`config.mk`:
```
export PLATFORM = sky130hd
export DESIGN_NAME = eisa_io_fwd_dec
export DESIGN_NICKNAME = d
export VERILOG_FILES = /design/src/rtl/io_fwd_pkg.sv /design/src/rtl/io_sync2.sv /design/src/rtl/io_win_regs.sv /design/src/rtl/io_win_match.sv /design/src/rtl/eisa_io_fwd_dec.sv
export SDC_FILE = /design/constraint.sdc
export NUM_CORES = 1
export LEC_CHECK = 0
export ABC_AREA = 1
export BUFFER_PORTS_ARGS = -buffer_cell sky130_fd_sc_hd__buf_2
export CAP_MARGIN = 10
export CORE_UTILIZATION = 64
export CTS_BUF_LIST = sky130_fd_sc_hd__clkbuf_2 sky130_fd_sc_hd__clkbuf_4 sky130_fd_sc_hd__clkbuf_8
export DETAILED_ROUTE_END_ITERATION = 7
export PLACE_DENSITY_LB_ADDON = 0.1
export SETUP_SLACK_MARGIN = 0.2
export SYNTH_ARGS = -nofsm -noshare
export SYNTH_HDL_FRONTEND = slang
export SYNTH_SLANG_ARGS = --single-unit
export TNS_END_PERCENT = 10
```
`constraint.sdc`:
```
create_clock -name clk -period 2.1 [get_ports clk]
set_input_delay 0.42 -clock clk [delete_from_list [all_inputs] [get_ports clk]]
set_output_delay 0.42 -clock clk [all_outputs]
set_load 0.05 [all_outputs]
```
`src/rtl/io_fwd_pkg.sv`:
```
`timescale 1ns/1ps
// Package io_fwd_pkg
// Holds the configuration field codes shared by the register file and the bench-facing docs.
// Assumes the field selector is two bits wide.
package io_fwd_pkg;
    typedef enum logic [1:0] {
        FLD_BASE  = 2'd0,
        FLD_LIMIT = 2'd1,
        FLD_EN    = 2'd2,
        FLD_RSV   = 2'd3
    } cfg_field_e;
endpackage

```
`src/rtl/io_sync2.sv`:
```
`timescale 1ns/1ps
// Module io_sync2
// Two-flop synchronizer for one asynchronous level.
// Assumes the input is a slow level, and that RST_VAL is its idle level.
module io_sync2 #(
    parameter logic RST_VAL = 1'b1
) (
    input  logic clk,
    input  logic rst_n,
    input  logic d,
    output logic q
);
    logic meta_q;

    // Shift the raw level through two flops.
    always_ff @(posedge clk) begin
        if (!rst_n) begin
            meta_q <= RST_VAL;
            q      <= RST_VAL;
        end else begin
            meta_q <= d;
            q      <= meta_q;
        end
    end
endmodule

```
`src/rtl/io_win_regs.sv`:
```
`timescale 1ns/1ps
// Module io_win_regs
// Base, limit and enable registers for NWIN I/O windows, written through an addr/data/we port.
// Assumes the address is {window index, field}; writes to the reserved field are dropped.
module io_win_regs
    import io_fwd_pkg::*;
#(
    parameter int NWIN = 4,
    parameter int AW   = 16,
    localparam int IDXW = (NWIN > 1) ? $clog2(NWIN) : 1
) (
    input  logic                       clk,
    input  logic                       rst_n,
    input  logic                       we,
    input  logic [IDXW+1:0]            addr,
    input  logic [AW-1:0]              wdata,
    output logic [NWIN-1:0][AW-1:0]    win_base,
    output logic [NWIN-1:0][AW-1:0]    win_limit,
    output logic [NWIN-1:0]            win_en
);
    cfg_field_e           fld;
    logic [IDXW-1:0]      sel;

    // Split the configuration address into its window and field parts.
    always_comb begin
        fld = cfg_field_e'(addr[1:0]);
        sel = addr[IDXW+1:2];
    end

    for (genvar w = 0; w < NWIN; w++) begin : g_win
        // Hold one window's registers; reset leaves the window disabled.
        always_ff @(posedge clk) begin
            if (!rst_n) begin
                win_base[w]  <= '0;
                win_limit[w] <= '0;
                win_en[w]    <= 1'b0;
            end else if (we && (sel == IDXW'(w))) begin
                case (fld)
                    FLD_BASE:  win_base[w]  <= wdata;
                    FLD_LIMIT: win_limit[w] <= wdata;
                    FLD_EN:    win_en[w]    <= wdata[0];
                    default:   ;
                endcase
            end
        end
    end
endmodule

```
`src/rtl/io_win_match.sv`:
```
`timescale 1ns/1ps
// Module io_win_match
// Compares one address against every window and picks the lowest-numbered match.
// Purely combinational; assumes base <= limit for any window that is meant to match.
module io_win_match #(
    parameter int NWIN = 4,
    parameter int AW   = 16,
    localparam int IDXW = (NWIN > 1) ? $clog2(NWIN) : 1
) (
    input  logic [AW-1:0]              addr,
    input  logic [NWIN-1:0][AW-1:0]    win_base,
    input  logic [NWIN-1:0][AW-1:0]    win_limit,
    input  logic [NWIN-1:0]            win_en,
    output logic                       any_hit,
    output logic [IDXW-1:0]            hit_idx
);
    logic [NWIN-1:0] hit_vec;

    for (genvar w = 0; w < NWIN; w++) begin : g_cmp
        assign hit_vec[w] = win_en[w] && (addr >= win_base[w]) && (addr <= win_limit[w]);
    end

    // Priority pick: scan downward so the lowest index wins.
    always_comb begin
        hit_idx = '0;
        for (int i = NWIN - 1; i >= 0; i--) begin
            if (hit_vec[i]) hit_idx = IDXW'(i);
        end
        any_hit = |hit_vec;
    end
endmodule

```
`src/rtl/eisa_io_fwd_dec.sv`:
```
`timescale 1ns/1ps
// Module eisa_io_fwd_dec
// Decides, once per EISA cycle strobe, whether an I/O cycle is forwarded to PCI.
// Sources are the programmable windows and a synchronized active-low external request.
// Assumes cyc_start is a one-clock pulse and that address and type are valid with it.
module eisa_io_fwd_dec #(
    parameter int NWIN = 4,
    parameter int AW   = 16,
    localparam int IDXW = (NWIN > 1) ? $clog2(NWIN) : 1
) (
    input  logic             clk,
    input  logic             rst_n,
    input  logic             cfg_we,
    input  logic [IDXW+1:0]  cfg_addr,
    input  logic [AW-1:0]    cfg_wdata,
    input  logic             cyc_start,
    input  logic             cyc_is_io,
    input  logic [AW-1:0]    cyc_addr,
    input  logic             ext_dec_n,
    output logic             fwd_pci,
    output logic             fwd_hit,
    output logic [IDXW-1:0]  fwd_win
);
    logic [NWIN-1:0][AW-1:0] win_base;
    logic [NWIN-1:0][AW-1:0] win_limit;
    logic [NWIN-1:0]         win_en;
    logic                    any_hit;
    logic [IDXW-1:0]         hit_idx;
    logic                    ext_dec_sync_n;
    logic                    ext_req;

    io_win_regs #(.NWIN(NWIN), .AW(AW)) u_regs (
        .clk       (clk),
        .rst_n     (rst_n),
        .we        (cfg_we),
        .addr      (cfg_addr),
        .wdata     (cfg_wdata),
        .win_base  (win_base),
        .win_limit (win_limit),
        .win_en    (win_en)
    );

    io_win_match #(.NWIN(NWIN), .AW(AW)) u_match (
        .addr      (cyc_addr),
        .win_base  (win_base),
        .win_limit (win_limit),
        .win_en    (win_en),
        .any_hit   (any_hit),
        .hit_idx   (hit_idx)
    );

    io_sync2 #(.RST_VAL(1'b1)) u_ext_sync (
        .clk   (clk),
        .rst_n (rst_n),
        .d     (ext_dec_n),
        .q     (ext_dec_sync_n)
    );

    assign ext_req = ~ext_dec_sync_n;

    // Capture the forwarding decision on the strobe edge and hold it until the next strobe.
    always_ff @(posedge clk) begin
        if (!rst_n) begin
            fwd_pci <= 1'b0;
            fwd_hit <= 1'b0;
            fwd_win <= '0;
        end else if (cyc_start) begin
            fwd_pci <= cyc_is_io && (any_hit || ext_req);
            fwd_hit <= cyc_is_io && any_hit;
            fwd_win <= (cyc_is_io && any_hit) ? hit_idx : '0;
        end
    end
endmodule

```
Word-level counts from Yosys, hierarchy flattened
Cells that the tools add are included.
{ "word_totals": {"reg_bits": 138, "inputBits": 42, "output_inout_bits": 4, "elab_cells": 66} }
{ "classes": {"order_cmp": 8, "n_eq_ne": 5, "mux": 5, "bitwise": 1, "n_reduce_logical": 30} }
{ "ops": {"columns": ["op", "count"], "rows": [
  ["$ge 16x16->1", 4],
  ["$le 16x16->1", 4],
  ["$reduce_and 2->1", 12],
  ["$logic_and 1x1->1", 14],
  ["$mux 2", 5],
  ["$eq 2x2->1 const B", 3],
  ["$eq 2x1->1 const B", 2],
  ["$logic_not 2->1", 2],
  ["$reduce_or 4->1", 1],
  ["$logic_or 1x1->1", 1],
  ["$not 1->1", 1]
]} }

Depth between registers and ports, before layout
Gate-level depths: netlist of run 1.
{ "logic_depth": {"depth_word": 8, "depth_mapped": 18, "mapped_depth_nobuf": 18} }

Modules after synthesis
Synthesis of run 1 repeated with hierarchy kept, for this count alone.
{ "hier_totals": {"cells_unflattened": 1355, "area_unflattened_um2": 8862.2} }
{ "by_module_without_submodules": {"columns": ["module", "instances", "cells_each", "area_per_inst_um2", "seq_area_each_um2"], "rows": [
  ["io_win_regs", 1, 761, 5186.2, 2642.5],
  ["io_win_match", 1, 566, 3455.8, 0.0],
  ["eisa_io_fwd_dec", 1, 22, 165.2, 80.1],
  ["io_sync2", 1, 6, 55.1, 40.0]
]} }

Worst setup path after synthesis of run 1
Ideal clock, no wire load.
{ "synth_path": {"kind": "input to register", "start": "input port cyc_addr[0]", "end": "register fwd_hit", "setup_time_ps": 120, "arrival_time_ps": 1642, "required_ps": 1980, "slack_ps": 338, "stages": 15, "path_buffers": 0, "cell_sequence": "inv_1 > ha_1 > nand2_1 > nor2_1 > and2_1 > nor2_1 > nand2_1 > nand2_1 > a21oi_2 > nand2_1 > nand2_1 > nor2_1 > nor2_1 > inv_1 > a21oi_1"} }
{ "synth_between": {"elab_chain_cells": 5, "elab_cells_between_ends": 18, "classes_between": "order compare: 8; reduce/logical: 10"} }
{ "synth_rtl": {"columns": ["element", "line", "text"], "rows": [
  ["from (decl)", "eisa_io_fwd_dec.sv:18", "input logic [AW-1:0] cyc_addr,"],
  ["$ge 16x16->1", "io_win_match.sv:20", "assign hit_vec[w] = win_en[w] && (addr >= win_base[w]) && (addr <= win_limit[w]);"],
  ["$logic_and 1x1->1 (2 in series)", "io_win_match.sv:20", null],
  ["$reduce_or 4->1 (*)", "io_win_match.sv:29", "any_hit = |hit_vec;"],
  ["$logic_and 1x1->1 (*)", "eisa_io_fwd_dec.sv:69", "fwd_hit <= cyc_is_io && any_hit;"],
  ["to (signal assigned)", "eisa_io_fwd_dec.sv:69", null],
  ["to (decl)", "eisa_io_fwd_dec.sv:21", "output logic fwd_hit,"]
]} }
Mark *: on every way between the ends. The rest lies on a longest branch, timed or not.
A chain may end at the register's enable or synchronous reset.

Worst setup path in the final report of run 1
{ "layout_path": {"start": "register u_regs.win_base[23] in the netlist's numbering", "end": "register fwd_pci"} }
{ "layout_between": {"elab_chain_cells": 6} }
{ "layout_rtl": {"columns": ["element", "line", "text"], "rows": [
  ["from (decl)", "io_win_regs.sv:17", "output logic [NWIN-1:0][AW-1:0] win_base,"],
  ["from (signal, indexed assignment)", "io_win_regs.sv:39", "FLD_BASE: win_base[w] <= wdata;"],
  ["$ge 16x16->1", "io_win_match.sv:20", null],
  ["$logic_and 1x1->1 (2 in series)", "io_win_match.sv:20", null],
  ["$reduce_or 4->1", "io_win_match.sv:29", null],
  ["$logic_or 1x1->1", "eisa_io_fwd_dec.sv:68", "fwd_pci <= cyc_is_io && (any_hit || ext_req);"],
  ["$logic_and 1x1->1", "eisa_io_fwd_dec.sv:68", null],
  ["to (signal assigned)", "eisa_io_fwd_dec.sv:68", null],
  ["to (decl)", "eisa_io_fwd_dec.sv:20", "output logic fwd_pci,"]
]} }
No other way between the ends.

==> out/qor.yml, run 1 <==
global_route:
  grt_pass1_wl_mm: 33.3
  grt_pass1_vias: 6841
  antenna_found_initial: 1
  grt_usage_pct: 33.8
  grt_max_degree: 74
  grt_overflow_total: 0
clock_tree:
  clockBufferDepth: 2
  cts_root_buf: "clkbuf_8"
  cts_tree: "done"
  cts.clk_slew.worst_paths_ns: 0.08
  cts.htree.levels: 4
  cts_buffers: 17
  cts.sinks: 138
  cts_hold_buf: 0
  clkLatencyLatePin_ns: 0.46
floorplan:
  core_area_mm2: 0.0121
  fp.dieW_um: 114
  num_rows: 40
  die_y_um: 114
  initial_core_util_pct: 66.2
  dieArea_mm2: 0.0129
  io_pins: 46
sta:
  finalHoldViolations: 0
  max_freq_mhz: 527
  relSlewSlack_pct: 59.5
  min_period_ns: 1.90
  rsz0062_at_grt: "yes"
  slew_violations: 0
  period_share_pct: 90.3
  setup_violations: 0
  tightest_slew_ns: 0.606
  finClkSkew_ns: 0.00667
logic_synthesis:
  synthDistinctLibCells: 28
  synthTopCellsByArea: "dfxtp_1 (35%), ha_1 (20%), a21oi_1 (12%)"
  syn_area_per_cell_um2: 7.38
  yosysSeqAreaShare_pct: 34.6
  synth_nets: 1251
  synth_top_area_share_pct: 34.6
  yosys-top-cells-count: "a21oi_1 (184), inv_1 (165), nand2_1 (152), dfxtp_1 (138), ha_1 (128)"
  yosysMostFrequentCell: "a21oi_1"
  synth_area_mm2: 0.00798
  yosys.area.top_type: "dfxtp_1"
  ys.flop_type: "dfxtp_1"
  synth_edf_count: 0
  ys_ff_latch: 138
  syn_inst: 1081
  ys_warn_count: 0
  ys_async_sr_fraction_pct: 0
route:
  drtIter0Drc: 591
  ant_nets: 0
  routedWlPerCell_um: 16.0
  drc: 0
  drt-pass1-iter-count: 7
  vias: 7243
  routed_wl_mm: 21.1
  vias_per_cell: 5.50
power_and_ir_drop:
  switching_share_pct: 26.8
  pwr-share-comb_pct: 15.0
  p_clk_share_pct: 41.7
  finalPower_w: 0.00621
  power_switching_w: 0.00167
  p_int_w: 0.00455
  total_leakage_power_nw: 3.90
  power-per-cell-area_mw_per_mm2: 663
  power_frac_seq_pct: 43.3
  peakVddDrop_v: 0.000588
outcome:
  status: "completed"
cells_and_area:
  syn2layout_area_growth_pct: 17.5
  final_area_mm2: 0.00937
  multi_input_area_mm2: 0.00475
  regArea_mm2: 0.00277
  fillers: 905
  fin_cells: 1316
  finalNetCount: 1304
  drive_above_1_share_pct: 17.4
job:
  cap_violations: 0
placed_design:
  dp_cells: 1280
  place_congestion: 0.918
  dp_hpwl_mm: 13.9
  io_buffers: 45
  placedInstanceArea_mm2: 0.00849
worst_setup_path:
  cp.required_ns: 2.49
  worstPathArrival_ns: 2.29
  path_max_fanout: 3
  endpoint_kind: "register"
  crit_type: "reg2reg"
  startpoint_type: "register"
hold_path:
  hold_class: "in2reg"
[final cells by class]
cell class	instances	area share, %
flip-flops and latches	138	29.6
inverters	185	7.41
clock inverters	11	2.04
multi-input cells	719	50.6
clock buffers	21	3.02
repair buffers	73	5.05
well taps	168	2.24
diodes	1	0.0267
[cells by family (layout without fill, tap and decap cells)]
kind of cell	count (synthesis)	in the layout	share of synthesized area, %
simple gates	249	249	12.8
compound gates	342	342	21.9
flops	138	138	34.6
fa+ha+maj	128	128	20.1
other cells	0	1	0
buf+inv	224	290	10.6
[cell usage in the layout (no fill, tap or decap), types with 16 or more instances in the layout]
| cell | netlist | routed |
|---|---|---|
| inv_1 | 165 | 158 |
| nor2_1 | 62 | 55 |
| clkbuf_8 | 0 | 20 |
| o21ai_1 | 32 | 33 |
| buf_2 | 4 | 45 |
| dfxtp_1 | 138 | 130 |
| a21oi_1 | 184 | 180 |
| buf_4 | 0 | 25 |
| o21ai_0 | 113 | 111 |
| ha_1 | 128 | 108 |
| nand2_2 | 2 | 16 |
| inv_2 | 17 | 24 |
| ha_4 | 0 | 20 |
| nand2_1 | 152 | 136 |
[layer usage]
metal  vias up  share of wire (%)  global-route usage, %
met5         -                  0                      0
met4         0                3.3                   16.1
met3        46                5.0                   6.32
met2       218                 50                   59.6
met1      3303                 42                   39.6
li1       3676                  -                      -
[stage by stage]
step	setup TNS, ns	setup slack [ns]	hold slack [ns]	util [%]
floorplan	0	0.338	0.393	-
global placement	-0.363	-0.123	0.412	70.4
detailed placement	-0.429	-0.133	0.414	70.4
CTS	0	0.192	0.129	75.5
global route	0	0.0693	0.137	77.7
finish	0	0.203	0.141	77.7
[repair_timing]
item | 4_1_cts | 5_1_grt
cloned | 0 | 0
pin swaps | 16 | 29
setup buffers | 2 | 1
endpoints found under the setup margin | 3 | 4
gates resized for setup | 27 | 49
[worst max-delay path, stage by stage (launching register included)]
cell	delay (ns)
dfxtp_2	0.33
inv_2	0.04
ha_4	0.27
nand2_4	0.06
nor2_4	0.11
and2_4	0.14
nor2_1	0.04
nand2_1	0.10
nand2_1	0.08
a21oi_2	0.15
nand2_2	0.09
nand2_1	0.07
nor2_1	0.04
nor2_1	0.11
inv_1	0.08
a21oi_1	0.11
[state kept, by name (all words and copies together) (netlist names)]
| register | flops |
|---|---|
| fwd_hit | 1 |
| u_ext_sync.q | 1 |
| u_regs.win_en | 4 |
| u_regs.win_limit | 64 |
| u_regs.win_base | 64 |
| fwd_pci | 1 |
| u_ext_sync.meta_q | 1 |
| fwd_win | 2 |
[power by group through the flow]
stage	clock [W]	sequential, W	combinational, W
2_1_floorplan	0	0.00275	0.000519
3_3_place_gp	0	0.00275	0.000805
3_5_place_dp	0	0.00275	0.000822
4_1_cts	0.00260	0.00269	0.000861
5_1_grt	0.00273	0.00269	0.00106
6_report	0.00259	0.00269	0.000932
[worst paths after layout]
path | cells past startpoint | end | startpoint | slack (ns)
hold / removal | 2 | u_ext_sync.meta_q | ext_dec_n | 0.14
setup reg to reg | 15 | fwd_pci | u_regs.win_base[23] | 0.20
hold reg to reg | 1 | u_ext_sync.q | u_ext_sync.meta_q | 0.43
setup / recovery | 15 | fwd_pci | u_regs.win_base[23] | 0.20
(Power assumes the default switching activity.)
==> inputs of run 2 (changes only) <==
--- a/config.mk
+++ b/config.mk
@@ -6,13 +6,14 @@
 export NUM_CORES = 1
 export LEC_CHECK = 0
 export ABC_AREA = 1
-export BUFFER_PORTS_ARGS = -buffer_cell sky130_fd_sc_hd__buf_2
 export CAP_MARGIN = 10
-export CORE_UTILIZATION = 64
+export CORE_UTILIZATION = 66
 export CTS_BUF_LIST = sky130_fd_sc_hd__clkbuf_2 sky130_fd_sc_hd__clkbuf_4 sky130_fd_sc_hd__clkbuf_8
 export DETAILED_ROUTE_END_ITERATION = 7
+export DONT_BUFFER_PORTS = 1
 export PLACE_DENSITY_LB_ADDON = 0.1
 export SETUP_SLACK_MARGIN = 0.2
+export SLEW_MARGIN = 15
 export SYNTH_ARGS = -nofsm -noshare
 export SYNTH_HDL_FRONTEND = slang
 export SYNTH_SLANG_ARGS = --single-unit
==> run 2 against run 1 <==
  * Fmax decreased by 1.0%
  * Clock power down 21%
  * Highest routed layer unchanged
  * The run now ends with design-rule violations left
  * Combinational power decreased by 16%
==> out/qor.yml, run 2 (synthesized netlist as in run 1, its figures left out) <==
power_and_ir_drop:
  peakVddDrop_v: 0.000461  # -22%
  power-per-cell-area_mw_per_mm2: 601  # -9.4%
  finalPower_w: 0.00552  # -11%
  total_leakage_power_nw: 3.60  # -7.5%
worst_setup_path:
  rr_endpoint: "fwd_win[0]"
  worstPathArrival_ns: 2.32  # +0.03 ns
  crit_start: "u_regs.win_base[59]"
  endpoint_kind: "register"
  rrSetupSlack_ns: 0.18  # -0.02 ns
  reg2reg_from: "u_regs.win_base[59]"
  cp.required_ns: 2.50  # about the same
  path_max_fanout: 2  # -1
  crit_type: "reg2reg"
  reg2reg_depth: 13  # -2
  startpoint_type: "register"
clock_tree:
  cts_tree: "done"
  cts_buffers: 17  # unchanged
  cts.clk_slew.worst_paths_ns: 0.08  # about the same
  cts_hold_buf: 0  # unchanged
  cts.sinks: 138  # unchanged
  cts.htree.levels: 4  # unchanged
  clkLatencyLatePin_ns: 0.47  # about the same
  cts_root_buf: "clkbuf_8"
  clockBufferDepth: 2  # unchanged
floorplan:
  die_y_um: 112  # -1.5%
  num_rows: 39  # -2.5%
  io_pins: 46  # unchanged
  fp.dieW_um: 112  # -1.5%
  dieArea_mm2: 0.0125  # -3.0%
  initial_core_util_pct: 68.7  # +2.6 points
  core_area_mm2: 0.0116  # -3.7%
route:
  drc: 4  # +4
  drt-pass1-iter-count: 7  # unchanged
  vias: 6953  # -4.0%
  routedWlPerCell_um: 17.2  # +7.4%
  drtIter0Drc: 417  # -29%
  vias_per_cell: 5.68  # +3.2%
  ant_nets: 0  # unchanged
  routed_wl_mm: 21.1  # about the same
global_route:
  grt_usage_pct: 33.2  # -0.68 points
  grt_max_degree: 130  # +76%
  grt_pass1_wl_mm: 31.7  # -4.8%
  antenna_found_initial: 0  # -1
  grt_pass1_vias: 6468  # -5.5%
  grt_overflow_total: 0  # unchanged
placed_design:
  place_congestion: 0.837  # -8.8%
  dp_hpwl_mm: 13.3  # -4.1%
  io_buffers: 0  # -100%
hold_path:
  min_to: "u_ext_sync.meta_q"
  hold-path-cell-count: 1  # -1
  hold_class: "in2reg"
  hp-start: "ext_dec_n"
sta:
  finalHoldViolations: 0  # unchanged
  whs_ns: 0.0583  # -0.0828 ns
  min_period_ns: 1.92  # +0.0197 ns
  rsz0062_at_grt: "yes"
  period_share_pct: 91.3  # +0.94 points
  slew_violations: 0  # unchanged
  max_freq_mhz: 522  # -1.0%
  setup_violations: 0  # unchanged
  finClkSkew_ns: 0.00711  # +0.000446 ns
  tightest_slew_ns: 0.566  # -0.0403 ns
  relSlewSlack_pct: 62.2  # +2.7 points
cells_and_area:
  syn2layout_area_growth_pct: 15.2
  finalNetCount: 1238  # -5.1%
  diodes: 0  # -1
  fillers: 811  # -10%
  drive_above_1_share_pct: 18.7  # +1.2 points
  layout_common_cells: "a21oi_1 (170), inv_1 (143), nand2_1 (127), dfxtp_1 (127), o21ai_0 (112)"
  final_common_cell: "a21oi_1"
  post-route-util_pct: 79.2  # +1.5 points
  largestRegisters: "u_regs.win_base x64, u_regs.win_limit x64, u_regs.win_en x4"
job:
  cap_violations: 0  # unchanged
outcome:
  violations: "design-rule violations"
  status: "complete, but fails checks"
## run 2: changes by cell type in the layout (fill, tap and decap cells not counted), sizes merged
| cell | before | now |
|---|---|---|
| clkinvlp | 3 | 0 |
| clkbuf | 21 | 24 |
| clkinv | 6 | 11 |
| diode | 1 | 0 |
| bufinv | 5 | 0 |
| buf | 73 | 7 |
## run 2: repair_timing
item | CTS | global route
gates resized for setup | 7 | 142
setup buffers | 0 | 2
setup endpoints to repair | 3 | 4
pin swaps | 2 | 56
endpoints found under the hold margin | 0 | 0
## run 2: cell type report
type	count	area [µm²]	area share [%]
Tap cell	143	179	1.95
Inverter	185	694	7.55
Timing Repair Buffer	7	52.6	0.572
Sequential cell	138	2780	30.2
Clock buffer	24	330	3.59
Clock inverter	8	40.0	0.435
Multi-Input combinational cell	719	5120	55.7
## run 2: how the worst max path moves through the flow
stage	end	slack (ns)
global route	fwd_win[0]	0.05
CTS	fwd_hit	0.18
global placement	fwd_pci	0.04
finish	fwd_win[0]	0.18
floorplan	fwd_hit	0.34
detailed placement	fwd_hit	-0.007
## run 2: per-stage QoR
stage / setup slack, ns / setup TNS [ns] / area, µm² / cells
after floorplan: 0.338 / 0 / 7980 / 1081
after global placement: 0.0421 / 0 / 8040 / 1190
after detailed placement: -0.00733 / -0.00733 / 8040 / 1190
after CTS: 0.183 / 0 / 8440 / 1222
after global routing: 0.0472 / 0 / 9190 / 1224
final: 0.184 / 0 / 9190 / 1224
## run 2: metal layers
layer	share of wire, %	up-vias	wire length (µm)	GRT usage [%]
li1	-	3547	-	-
met1	42	3166	8870	39.0
met2	49	183	10200	56.0
met3	5.5	57	1160	8.11
met4	3.8	0	804	17.3
met5	0	-	0	0
## run 2: where the power goes
part / internal [W] / switching (W) / leakage [nW]
Clock: 0.00102 / 0.00103 / 0.204
Sequential: 0.00267 / 0.0000191 / 1.12
Combinational: 0.000335 / 0.000445 / 2.28
## run 2: worst max-delay path, stage by stage, from the launching register on
cell	delay [ns]
dfxtp_1	0.32
inv_1	0.05
ha_1	0.28
nand2_1	0.09
o21bai_1	0.18
a21oi_2	0.17
nor2_1	0.11
nand2_2	0.10
nand3_2	0.10
nand2_2	0.08
nor2_2	0.04
nor2_2	0.13
nand2_1	0.08
a21oi_2	0.12
